File: src/rtl/tpc_pkg.sv
package tpc_pkg;

    typedef enum logic [1:0] {
        FK_NONE = 2'd0,
        FK_MISS = 2'd1,
        FK_ACV  = 2'd2,
        FK_FOE  = 2'd3
    } fault_kind_e;

    typedef enum logic {
        PH_IDLE = 1'b0,
        PH_RESP = 1'b1
    } phase_e;

    localparam int STAT_W   = 4;
    localparam int STAT_WR  = 0;
    localparam int STAT_ACV = 1;
    localparam int STAT_FOR = 2;
    localparam int STAT_FOW = 3;

endpackage

File: src/rtl/tpc_mode_decode.sv
module tpc_mode_decode #(
    parameter int MODE_W = 2,
    localparam int MODES = 1 << MODE_W
) (
    input  logic [MODE_W-1:0] mode,
    output logic [MODES-1:0]  onehot
);
    for (genvar g = 0; g < MODES; g++) begin : g_dec
        assign onehot[g] = (mode == g[MODE_W-1:0]);
    end
endmodule

File: src/rtl/tpc_addr_form.sv
module tpc_addr_form #(
    parameter int PA_W       = 34,
    parameter int PAGE_SHIFT = 13,
    localparam int PPN_W     = PA_W - PAGE_SHIFT
) (
    input  logic                  hit,
    input  logic                  ifetch,
    input  logic [PPN_W-1:0]      ppn,
    input  logic [PAGE_SHIFT-1:0] va_off,
    output logic [PA_W-1:0]       paddr
);
    logic [PAGE_SHIFT-1:0] off_adj;

    always_comb begin
        off_adj = va_off;
        if (ifetch) begin
            off_adj[1:0] = 2'b00;
        end
        paddr = hit ? {ppn, off_adj} : '0;
    end
endmodule

File: src/rtl/tpc_perm_eval.sv
module tpc_perm_eval
    import tpc_pkg::*;
#(
    parameter int MODE_W = 2,
    localparam int MODES = 1 << MODE_W
) (
    input  logic              hit,
    input  logic              ifetch,
    input  logic              write,
    input  logic [MODES-1:0]  mode_sel,
    input  logic [MODES-1:0]  rd_mask,
    input  logic [MODES-1:0]  wr_mask,
    input  logic              fo_rd,
    input  logic              fo_wr,
    output fault_kind_e       kind,
    output logic [STAT_W-1:0] status
);
    logic rd_ok;
    logic wr_ok;

    assign rd_ok = |(rd_mask & mode_sel);
    assign wr_ok = |(wr_mask & mode_sel);

    always_comb begin
        kind   = FK_NONE;
        status = '0;
        if (!hit) begin
            kind = FK_MISS;
            status[STAT_WR] = write && !ifetch;
        end else if (ifetch) begin
            if (!rd_ok) begin
                kind = FK_ACV;
                status[STAT_ACV] = 1'b1;
            end
        end else if (write) begin
            if (!wr_ok) begin
                kind = FK_ACV;
                status[STAT_WR]  = 1'b1;
                status[STAT_ACV] = 1'b1;
                status[STAT_FOW] = fo_wr;
            end else if (fo_wr) begin
                kind = FK_FOE;
                status[STAT_WR]  = 1'b1;
                status[STAT_FOW] = 1'b1;
            end
        end else begin
            if (!rd_ok) begin
                kind = FK_ACV;
                status[STAT_ACV] = 1'b1;
                status[STAT_FOR] = fo_rd;
            end else if (fo_rd) begin
                kind = FK_FOE;
                status[STAT_FOR] = 1'b1;
            end
        end
    end
endmodule

File: src/rtl/tpc_xlate_check.sv
module tpc_xlate_check
    import tpc_pkg::*;
#(
    parameter int PA_W       = 34,
    parameter int PAGE_SHIFT = 13,
    parameter int MODE_W     = 2,
    localparam int PPN_W     = PA_W - PAGE_SHIFT,
    localparam int MODES     = 1 << MODE_W
) (
    input  logic                  clk,
    input  logic                  rst_n,
    input  logic                  req_valid,
    input  logic                  req_hit,
    input  logic [PPN_W-1:0]      req_ppn,
    input  logic [MODES-1:0]      req_rd_mask,
    input  logic [MODES-1:0]      req_wr_mask,
    input  logic                  req_fo_rd,
    input  logic                  req_fo_wr,
    input  logic [PAGE_SHIFT-1:0] req_va_off,
    input  logic                  req_write,
    input  logic [MODE_W-1:0]     req_mode,
    input  logic                  req_ifetch,
    output logic                  rsp_valid,
    output logic [PA_W-1:0]       rsp_paddr,
    output logic                  rsp_fault,
    output logic [1:0]            rsp_kind,
    output logic [STAT_W-1:0]     rsp_status
);
    phase_e            phase_q;
    phase_e            phase_d;
    logic [MODES-1:0]  mode_sel;
    logic [PA_W-1:0]   paddr_c;
    fault_kind_e       kind_c;
    logic [STAT_W-1:0] status_c;

    tpc_mode_decode #(.MODE_W(MODE_W)) u_dec (
        .mode   (req_mode),
        .onehot (mode_sel)
    );

    tpc_addr_form #(.PA_W(PA_W), .PAGE_SHIFT(PAGE_SHIFT)) u_addr (
        .hit    (req_hit),
        .ifetch (req_ifetch),
        .ppn    (req_ppn),
        .va_off (req_va_off),
        .paddr  (paddr_c)
    );

    tpc_perm_eval #(.MODE_W(MODE_W)) u_perm (
        .hit      (req_hit),
        .ifetch   (req_ifetch),
        .write    (req_write),
        .mode_sel (mode_sel),
        .rd_mask  (req_rd_mask),
        .wr_mask  (req_wr_mask),
        .fo_rd    (req_fo_rd),
        .fo_wr    (req_fo_wr),
        .kind     (kind_c),
        .status   (status_c)
    );

    always_comb begin
        phase_d = phase_q;
        unique case (phase_q)
            PH_IDLE: phase_d = req_valid ? PH_RESP : PH_IDLE;
            PH_RESP: phase_d = req_valid ? PH_RESP : PH_IDLE;
            default: phase_d = PH_IDLE;
        endcase
    end

    always_ff @(posedge clk) begin
        if (!rst_n) begin
            phase_q <= PH_IDLE;
        end else begin
            phase_q <= phase_d;
        end
    end

    always_ff @(posedge clk) begin
        if (!rst_n || !req_valid) begin
            rsp_paddr  <= '0;
            rsp_fault  <= 1'b0;
            rsp_kind   <= FK_NONE;
            rsp_status <= '0;
        end else begin
            rsp_paddr  <= paddr_c;
            rsp_fault  <= (kind_c != FK_NONE);
            rsp_kind   <= kind_c;
            rsp_status <= status_c;
        end
    end

    assign rsp_valid = (phase_q == PH_RESP);

endmodule

File: config.mk
export PLATFORM = sky130hd
export DESIGN_NAME = tpc_xlate_check
export DESIGN_NICKNAME = d
export VERILOG_FILES = /design/src/rtl/tpc_pkg.sv /design/src/rtl/tpc_mode_decode.sv /design/src/rtl/tpc_addr_form.sv /design/src/rtl/tpc_perm_eval.sv /design/src/rtl/tpc_xlate_check.sv
export SDC_FILE = /design/constraint.sdc
export NUM_CORES = 1
export LEC_CHECK = 0
export CAP_MARGIN = 25
export CORE_MARGIN = 8
export CORE_UTILIZATION = 35
export CTS_BUF_LIST = sky130_fd_sc_hd__clkbuf_4 sky130_fd_sc_hd__clkbuf_8 sky130_fd_sc_hd__clkbuf_16
export DETAILED_ROUTE_END_ITERATION = 8
export PLACE_DENSITY = 0.81
export SKIP_CTS_REPAIR_TIMING = 1
export SYNTH_ARGS = -nofsm -noshare
export SYNTH_HDL_FRONTEND = slang
export SYNTH_SLANG_ARGS = --single-unit
File: constraint.sdc
create_clock -name clk -period 2.7 [get_ports clk]
set_clock_uncertainty 0.1 [all_clocks]
set_input_delay 0.405 -clock clk [delete_from_list [all_inputs] [get_ports clk]]
set_output_delay 0.405 -clock clk [all_outputs]
set_load 0.03 [all_outputs]
==> results.md, run 1 <==
- Endpoints failing hold: 0
- CP max FO: 5
- Hold Path Sink: rsp_paddr[1]
- Synth Area per Inst: 11.3 sq um
- CP peak stage delay: 610 ps
- Commonest cells after routing, fill and taps aside: clkdlybuf4s50_1 (93), dfxtp_1 (42), and3_1 (32)
- Cell Chain, Critical Path: clkdlybuf4s50_1 -> mux2i_1 -> mux4_2 -> o21ai_2 -> o221ai_2
- DR iter-0 viols: 43
- Finish-stage setup viols: 0
- Critical Setup Path Class: primary input to flip-flop
- Largest net degree at the start of global routing: 29
- Vias after detailed routing: 1185
- Syn Nets: 170
- CP Capture Type: flip-flop
- Tightest Pin Transition: 472 ps
- Initial antenna violation count: 0
- VDD IR-drop max: 389 uV
- Unrepaired setup endpoints after global routing: false
- All-Layer GR Usage: 12.6%
- # DRC: 0
- CTS tree: yes
- Root Driver: clkbuf_8
- Vias per cell: 4.56
- Final setup TNS: 0 ps
- Worst hold path class: primary input to flip-flop
- Leak Pwr: 0.00105 uW
- Max-slew headroom: 68.5%
- # diodes: 0
- First-pass GRT wire length: 6.15 mm
- Fin util: 65.9%
- Fillers: 313
- Clock sink count: 42
- Fin crit share: 70.3%
- Yosys reg bits: 42
- Post-route ant nets: 0
- Part of the Yosys area used for sequential elements: 63.1%
- Hpwl dp: 2.95 mm
- Syn Std Cell Area: 1330 sq um
- WHS Path Cells: 2
- Setup crit start kind: primary input
- Share of cells above drive strength 1: 7.55%
- Drt pass-1 iters: 4
- Die area: 6040 sq um
- Area Growth Syn to Fin: 80.9%
- Slew Viols, Final: 0
- Hold Startpoint: req_va_off[1]
- Critical path's top delay family: multiplexers
- Row count: 22
- Required @ worst endpoint: 2760 ps
- Final nets: 263
- CTS Buffer Depth: 2
- Vias in the first global route: 1281
- PortBufs: 93
- Initial Util: 36.4%
- Total gr overflow: 0
- Clk pin slew, worst setup/hold paths: 70 ps
- TritonCTS Buffers: 5
- Core Area: 3660 sq um
- Fmax achieved: 527 MHz
- Power density cells: 554 nW/um^2
- Max-cap violations: 0
- Netlist cell types: 24
- Routed length per instance: 14.3 microns
- Boundary Pins: 94
- H-tree depth: 2
- Die width: 77.7 microns
- Synth warnings: 0
- RePlAce Congestion: 0.797
- Die Y: 77.7 microns
- Min cycle time layout: 1900 ps
- Commonest non-fill, non-tap cell in the layout: clkdlybuf4s50_1
- Syn Inst Count: 118
- WL final: 3.72 mm
- Worst-case hold slack: 591 ps
- Slowest CP cell: clkdlybuf4s50_1
- Bufs and invs on worst path: 1
- Crit path DAT: 1960 ps
- Status: finished clean
cell families after synthesis:
logic type | Yosys count | share of synthesized area (%)
buf+inv | 13 | 4.23
simple gates | 49 | 21.9
mux | 6 | 5.54
compound gates | 8 | 5.26
flops | 42 | 63.1
layer usage:
layer	track usage (%)	routed length [microns]	vias up	share of wire, %
met1	13.1	1490	521	40
li1	-	-	590	-
met5	0	0	-	0
met4	4.15	66	0	1.8
met2	20.6	1740	66	47
met3	7.72	425	8	11
sequential cells by signal, indices dropped and copies added (netlist names):
signal / cells
rsp_fault: 1
rsp_paddr: 34
rsp_status: 4
rsp_kind: 2
rsp_valid: 1
final cells by class:
class	count	area, sq um	share of cell area, %
clock buffer	7	83.8	3.48
clock inverter	1	30.0	1.25
inverter	4	15.0	0.623
multi-input combinational	63	435	18.1
sequential	42	841	34.9
tap	48	60.1	2.49
timing repair buffer	95	946	39.2
through the flow:
step / power (uW) / std cells / area (sq um) / setup slack, ps
floorplan: 741 / 118 / 1330 / 1090
global placement: 857 / 252 / 2300 / 544
detailed placement: 860 / 252 / 2300 / 504
CTS: 1350 / 260 / 2410 / 803
global route: 1400 / 260 / 2410 / 750
finish: 1330 / 260 / 2410 / 802
where the power goes:
group          total, uW  internal (uW)  leakage [uW]  switching (uW)
Combinational        204            116      0.000649            87.5
Sequential           641            637      0.000342            4.28
Clock                490            297     0.0000593             193
Total               1330           1050       0.00105             285
synth_stat cells:
cell       number  share of area [%]
inv_1           4                1.1
nand2b_1        2               0.94
nand2_1         3               0.85
o311a_2         1               0.85
a21oi_1         2               0.75
mux2i_1         4                3.0
nor3b_1         2                1.1
o21ai_2         1               0.66
buf_6           1               0.85
nor2b_1         1               0.47
nand3_1         2               0.75
o311a_1         1               0.75
nor3_1          2               0.75
and2_2          1               0.56
o22ai_1         1               0.47
nand3b_1        1               0.56
o2111ai_1       1               0.66
o221ai_2        1                1.1
mux2_2          1               0.85
clkbuf_1        8                2.3
nor2_1          3               0.85
mux4_2          1                1.7
dfxtp_1        42                 63
and3_1         32                 15
worst max-delay path by stage:
| stage | endpoint | cells past startpoint | from | slack, ps |
|---|---|---|---|---|
| after global routing | rsp_fault | 5 | req_mode[0] | 750 |
| after floorplan | rsp_fault | 5 | req_mode[0] | 1090 |
| after detailed placement | rsp_fault | 5 | req_mode[0] | 500 |
| after CTS | rsp_fault | 5 | req_mode[0] | 800 |
| after global placement | rsp_fault | 5 | req_mode[0] | 540 |
| final | rsp_fault | 5 | req_mode[0] | 800 |
Note: power is estimated with default switching activity, not from simulation.
==> run 2: changes to the inputs <==
--- a/config.mk
+++ b/config.mk
@@ -7,10 +7,10 @@
 export LEC_CHECK = 0
 export CAP_MARGIN = 25
 export CORE_MARGIN = 8
-export CORE_UTILIZATION = 35
+export CORE_UTILIZATION = 34
 export CTS_BUF_LIST = sky130_fd_sc_hd__clkbuf_4 sky130_fd_sc_hd__clkbuf_8 sky130_fd_sc_hd__clkbuf_16
 export DETAILED_ROUTE_END_ITERATION = 8
-export PLACE_DENSITY = 0.81
+export PLACE_DENSITY = 0.79
 export SKIP_CTS_REPAIR_TIMING = 1
 export SYNTH_ARGS = -nofsm -noshare
 export SYNTH_HDL_FRONTEND = slang
==> constraint.sdc (replaced) <==
create_clock -name clk -period 1.75 [get_ports clk]
set_clock_uncertainty 0.1 [all_clocks]
set_input_delay 0.2625 -clock clk [delete_from_list [all_inputs] [get_ports clk]]
set_output_delay 0.2625 -clock clk [all_outputs]
set_load 0.03 [all_outputs]
==> results.md, run 2 (synthesis gave the netlist of run 1 again) <==
- Die width: 78.6 microns
- Setup crit start kind: flip-flop
- Status: finished clean
- Required @ worst endpoint: 1390 ps
- Die Y: 78.6 microns
- Core Area: 3720 sq um
- Largest registers: rsp_paddr x34, rsp_status x4, rsp_kind x2
- Worst hold path class: primary input to flip-flop
- Power density cells: 840 nW/um^2
- Finished Cell Area: 2470 sq um
- Fmax achieved: 606 MHz
- Commonest non-fill, non-tap cell in the layout: clkdlybuf4s50_1
- Max reg flops: 34
- Top reg by flops: rsp_paddr
- H-tree depth: 2
- Share of cells above drive strength 1: 10.5%
- CP max FO: 1
- Die area: 6180 sq um
- Row count: 22
- Finish-stage setup viols: 0
- Commonest cells after routing, fill and taps aside: clkdlybuf4s50_1 (92), dfxtp_1 (42), and3_1 (32)
- CP peak stage delay: 690 ps
- CP Capture Type: output port
- WL final: 4.31 mm
- Fillers: 314
- Placed Cells: 259
- Root Driver: clkbuf_8
- Drt pass-1 iters: 4
- All-Layer GR Usage: 13.2%
- Hold Path Sink: rsp_paddr[0]
- Routed length per instance: 16.1 microns
- Area Growth Syn to Fin: 85.1%
- Critical path's top delay family: buffers and inverters
- Post-route insts no fill: 267
- Boundary Pins: 94
- Leak Pwr: 0.00109 uW
- Placed inst area: 2350 sq um
- Cell Chain, Critical Path: clkdlybuf4s50_1
- Total gr overflow: 0
- Max-cap violations: 0
- Crit path DAT: 1290 ps
- Vias after detailed routing: 1231
- Clock sink count: 42
- Bufs and invs on worst path: 1
- Max-slew headroom: 76.6%
- Slew Viols, Final: 0
- # DRC: 0
- CTS Buffer Depth: 2
- Initial antenna violation count: 0
- Vias per cell: 4.61
- Largest net degree at the start of global routing: 33
- TritonCTS Buffers: 5
- Endpoints failing hold: 0
- RePlAce Congestion: 0.760
- Initial Util: 35.9%
- Hpwl dp: 3.51 mm
- DR iter-0 viols: 47
- Unrepaired setup endpoints after global routing: false
- PortBufs: 93
- # diodes: 0
- Final nets: 270
- Min cycle time layout: 1650 ps
- VDD IR-drop max: 415 uV
- Post-route ant nets: 0
- First-pass GRT wire length: 6.35 mm
- Tightest Pin Transition: 350 ps
- Vias in the first global route: 1312
- Clk pin slew, worst setup/hold paths: 70 ps
- CTS tree: yes
- WHS Path Cells: 2
- Fin crit share: 94.3%
- Slowest CP cell: clkdlybuf4s50_1
- Hold Startpoint: req_va_off[0]
- Critical Setup Path Class: flip-flop to output port
## run 2: changes by cell type in the layout (fill, tap and decap cells not counted)
| cell | previous run | this run |
|---|---|---|
| clkdlybuf4s50_1 | 93 | 92 |
| buf_4 | 2 | 9 |
| dlymetal6s2s_1 | 0 | 1 |
## run 2: metrics by stage
step           total power (uW)  util, %  TNS [ps]  worst slack (ps)  hold WS (ps)
6_report                   2070     66.4         0              99.0           455
5_1_grt                    2160     66.4         0              50.6           449
3_3_place_gp               1340     63.2      -745              -232           738
3_5_place_dp               1340     63.2     -1040              -290           744
4_1_cts                    2100     66.3         0              15.1           447
2_1_floorplan              1140        -         0               280           305
## run 2: where the power goes
| group | switching [uW] | internal (uW) |
|---|---|---|
| Clock | 295 | 458 |
| Combinational | 139 | 190 |
| Sequential | 7.07 | 983 |
## run 2: worst max-delay path by stage
stage | endpoint | slack [ps] | start | depth (start not counted)
final | rsp_paddr[33] | 100 | rsp_paddr[33] | 1
after global routing | rsp_paddr[19] | 50 | rsp_paddr[19] | 1
after CTS | rsp_fault | 20 | req_mode[0] | 5
after detailed placement | rsp_fault | -290 | req_mode[0] | 5
after global placement | rsp_fault | -230 | req_mode[0] | 5
after floorplan | rsp_fault | 280 | req_mode[0] | 5
## run 2: metal layers
metal | GRT usage (%) | vias up | part of all wire, %
met5 | 0 | - | 0
met4 | 5.56 | 0 | 1.2
met3 | 6.04 | 6 | 11
met2 | 21.7 | 74 | 45
met1 | 14.3 | 545 | 43
li1 | - | 606 | -
## run 2: cell type report
class / count / area [sq um] / area share, %
timing repair buffer: 102 / 1000 / 40.6
sequential: 42 / 841 / 34.1
multi-input combinational: 63 / 435 / 17.7
clock buffer: 7 / 83.8 / 3.40
tap: 48 / 60.1 / 2.44
clock inverter: 1 / 30.0 / 1.22
inverter: 4 / 15.0 / 0.609
==> run 3: changes to the inputs <==
--- a/config.mk
+++ b/config.mk
@@ -7,11 +7,13 @@
 export LEC_CHECK = 0
 export CAP_MARGIN = 25
 export CORE_MARGIN = 8
-export CORE_UTILIZATION = 34
+export CORE_UTILIZATION = 35
 export CTS_BUF_LIST = sky130_fd_sc_hd__clkbuf_4 sky130_fd_sc_hd__clkbuf_8 sky130_fd_sc_hd__clkbuf_16
 export DETAILED_ROUTE_END_ITERATION = 8
-export PLACE_DENSITY = 0.79
+export PLACE_DENSITY = 0.75
+export REMOVE_ABC_BUFFERS = 1
 export SKIP_CTS_REPAIR_TIMING = 1
 export SYNTH_ARGS = -nofsm -noshare
 export SYNTH_HDL_FRONTEND = slang
+export SYNTH_HIERARCHICAL = 1
 export SYNTH_SLANG_ARGS = --single-unit
==> results.md, run 3 <==
- Commonest non-fill, non-tap cell in the layout: clkdlybuf4s50_1
- CP peak stage delay: 670 ps
- Commonest cells after routing, fill and taps aside: clkdlybuf4s50_1 (91), dfxtp_1 (42), and3_1 (41)
- Netlist cell types: 23
- Switching power: 442 uW
- Place WS: -349 ps
- Most frequent cell after synthesis: dfxtp_1
- TritonCTS Buffers: 5
- Largest net degree at the start of global routing: 43
- Max-cap violations: 0
- Largest registers: rsp_paddr x34, rsp_status x4, rsp_kind x2
- CP Capture Type: output port
- Syn Std Cell Area: 1600 sq um
- # diodes: 0
- Top reg by flops: rsp_paddr
- Setup crit start kind: flip-flop
- Required @ worst endpoint: 1390 ps
- Root Driver: clkbuf_8
- Share of cells above drive strength 1: 24.0%
- Area Growth Syn to Fin: 70.9%
- Post-route insts no fill: 302
- Vias per cell: 4.66
- Die area: 6980 sq um
- DR top layer: met4
- Die width: 83.5 microns
- Max reg flops: 34
- Total gr overflow: 0
- Clk pwr share: 30.2%
- Yosys reg bits: 42
- Max-slew headroom: 75.9%
- Hpwl dp: 3.20 mm
- Finish-stage setup viols: 0
- Fin util: 62.2%
- Min cycle time layout: 1630 ps
- Worst hold path class: primary input to flip-flop
- Sequential power share: 50.8%
- PortBufs: 93
- Asr flop ratio synth: 0%
- P_int: 1510 uW
- Most area-hungry cell type in the Yosys netlist: dfxtp_1
- Synth Area per Inst: 10.5 sq um
- M1 WL: 1.72 mm
- Bufs and invs on worst path: 1
- Final Worst Setup Slack: 116 ps
- Number of synthesized flops with an enable pin: 0
- Clk pin slew, worst setup/hold paths: 70 ps
- Row count: 24
- Placed Cells: 295
- Area contributors post-synth: dfxtp_1 (53%), and3_1 (16%), and2_2 (16%), a22oi_2 (2.4%), buf_2 (2.2%)
- Unrepaired setup endpoints after global routing: false
- VDD IR-drop max: 285 uV
- H-tree depth: 2
- Post-synth top area share: 52.7%
- Initial antenna violation count: 0
- Crit path DAT: 1270 ps
- Post-route ant nets: 0
- Routed length per instance: 14.0 microns
- Clock sink count: 42
- Leak Pwr: 0.00124 uW
- Fin crit share: 93.4%
- CTS tree: yes
- Die Y: 83.5 microns
- Register area: 841 sq um
- Fmax achieved: 612 MHz
- Boundary Pins: 94
- Syn Inst Count: 152
- Critical Setup Path Class: flip-flop to output port
- Slowest CP cell: clkdlybuf4s50_1
- Cell Chain, Critical Path: clkdlybuf4s50_1
- Final nets: 302
- Initial Util: 36.4%
- All-Layer GR Usage: 12.2%
- Drt pass-1 iters: 4
- Slew Viols, Final: 0
- Endpoints failing hold: 0
- Core Area: 4380 sq um
- Comb power frac: 19.0%
- DR WL met3: 286 microns
- Fillers: 367
- Critical path's top delay family: buffers and inverters
- Tightest Pin Transition: 360 ps
- # DRC: 0
- RePlAce Congestion: 0.762
- CTS Buffer Depth: 2
- Vias after detailed routing: 1408
- Vias in the first global route: 1451
- Part of the Yosys area used for sequential elements: 52.7%
- Synth warnings: 6
- Power density cells: 714 nW/um^2
- WL final: 4.24 mm
- Synth Flop Type: dfxtp_1
- CP max FO: 1
- First-pass GRT wire length: 7.13 mm
- Multi-input logic area: 703 sq um
- Status: finished clean
- DR iter-0 viols: 47
- Metal2 WL: 2.19 mm
- Sw Ratio: 22.7%
- Post-synth top cells: dfxtp_1 (42), and3_1 (41), and2_2 (33), buf_2 (7), clkbuf_2 (4)
run 3: cell count changes after synthesis, sizes merged, moves of 4 or more:
cell,previous run,this run
a22oi,0,4
and2,1,34
and3,32,41
buf,1,7
clkbuf,8,4
mux2i,4,0
run 3: path summary, 6_finish.rpt:
| kind | endpoint | slack [ps] | cells after the start | startpoint |
|---|---|---|---|---|
| max | rsp_fault | 120 | 1 | rsp_fault |
| min | rsp_status[0] | 560 | 6 | req_mode[1] |
run 3: per-stage QoR:
stage	power [uW]	hold WS (ps)	cell area (sq um)	setup TNS, ps
floorplan	1150	284	1540	0
global placement	1380	881	2630	-630
detailed placement	1380	888	2630	-894
CTS	1970	593	2710	-42.4
global route	2050	598	2730	0
finish	1950	560	2730	0
run 3: cell families after synthesis:
group                  after synthesis  synth area share, %
AND/OR/NAND/NOR                     88                 37.5
buffers and inverters               13                 3.92
flip-flops                          42                 52.7
AO/OA/AOI/OAI                        9                 5.88
run 3: layer usage:
layer | GRT usage (%) | up-vias
li1 | - | 709
met1 | 12.9 | 639
met2 | 21.6 | 58
met3 | 4.49 | 2
met4 | 4.24 | 0
met5 | 0 | -
run 3: final cells by class:
type	count	area share (%)
Timing Repair Buffer	102	37.7
Sequential cell	42	30.8
Multi-Input combinational cell	97	25.8
Clock buffer	7	3.07
Tap cell	52	2.38
Inverter	2	0.275
run 3: power by group through the flow:
| stage | clock network [uW] | registers, uW | logic, uW |
|---|---|---|---|
| 2_1_floorplan | 0 | 1070 | 78.0 |
| 3_3_place_gp | 0 | 1010 | 364 |
| 3_5_place_dp | 0 | 1010 | 369 |
| 4_1_cts | 612 | 990 | 370 |
| 5_1_grt | 661 | 991 | 398 |
| 6_report | 589 | 989 | 370 |
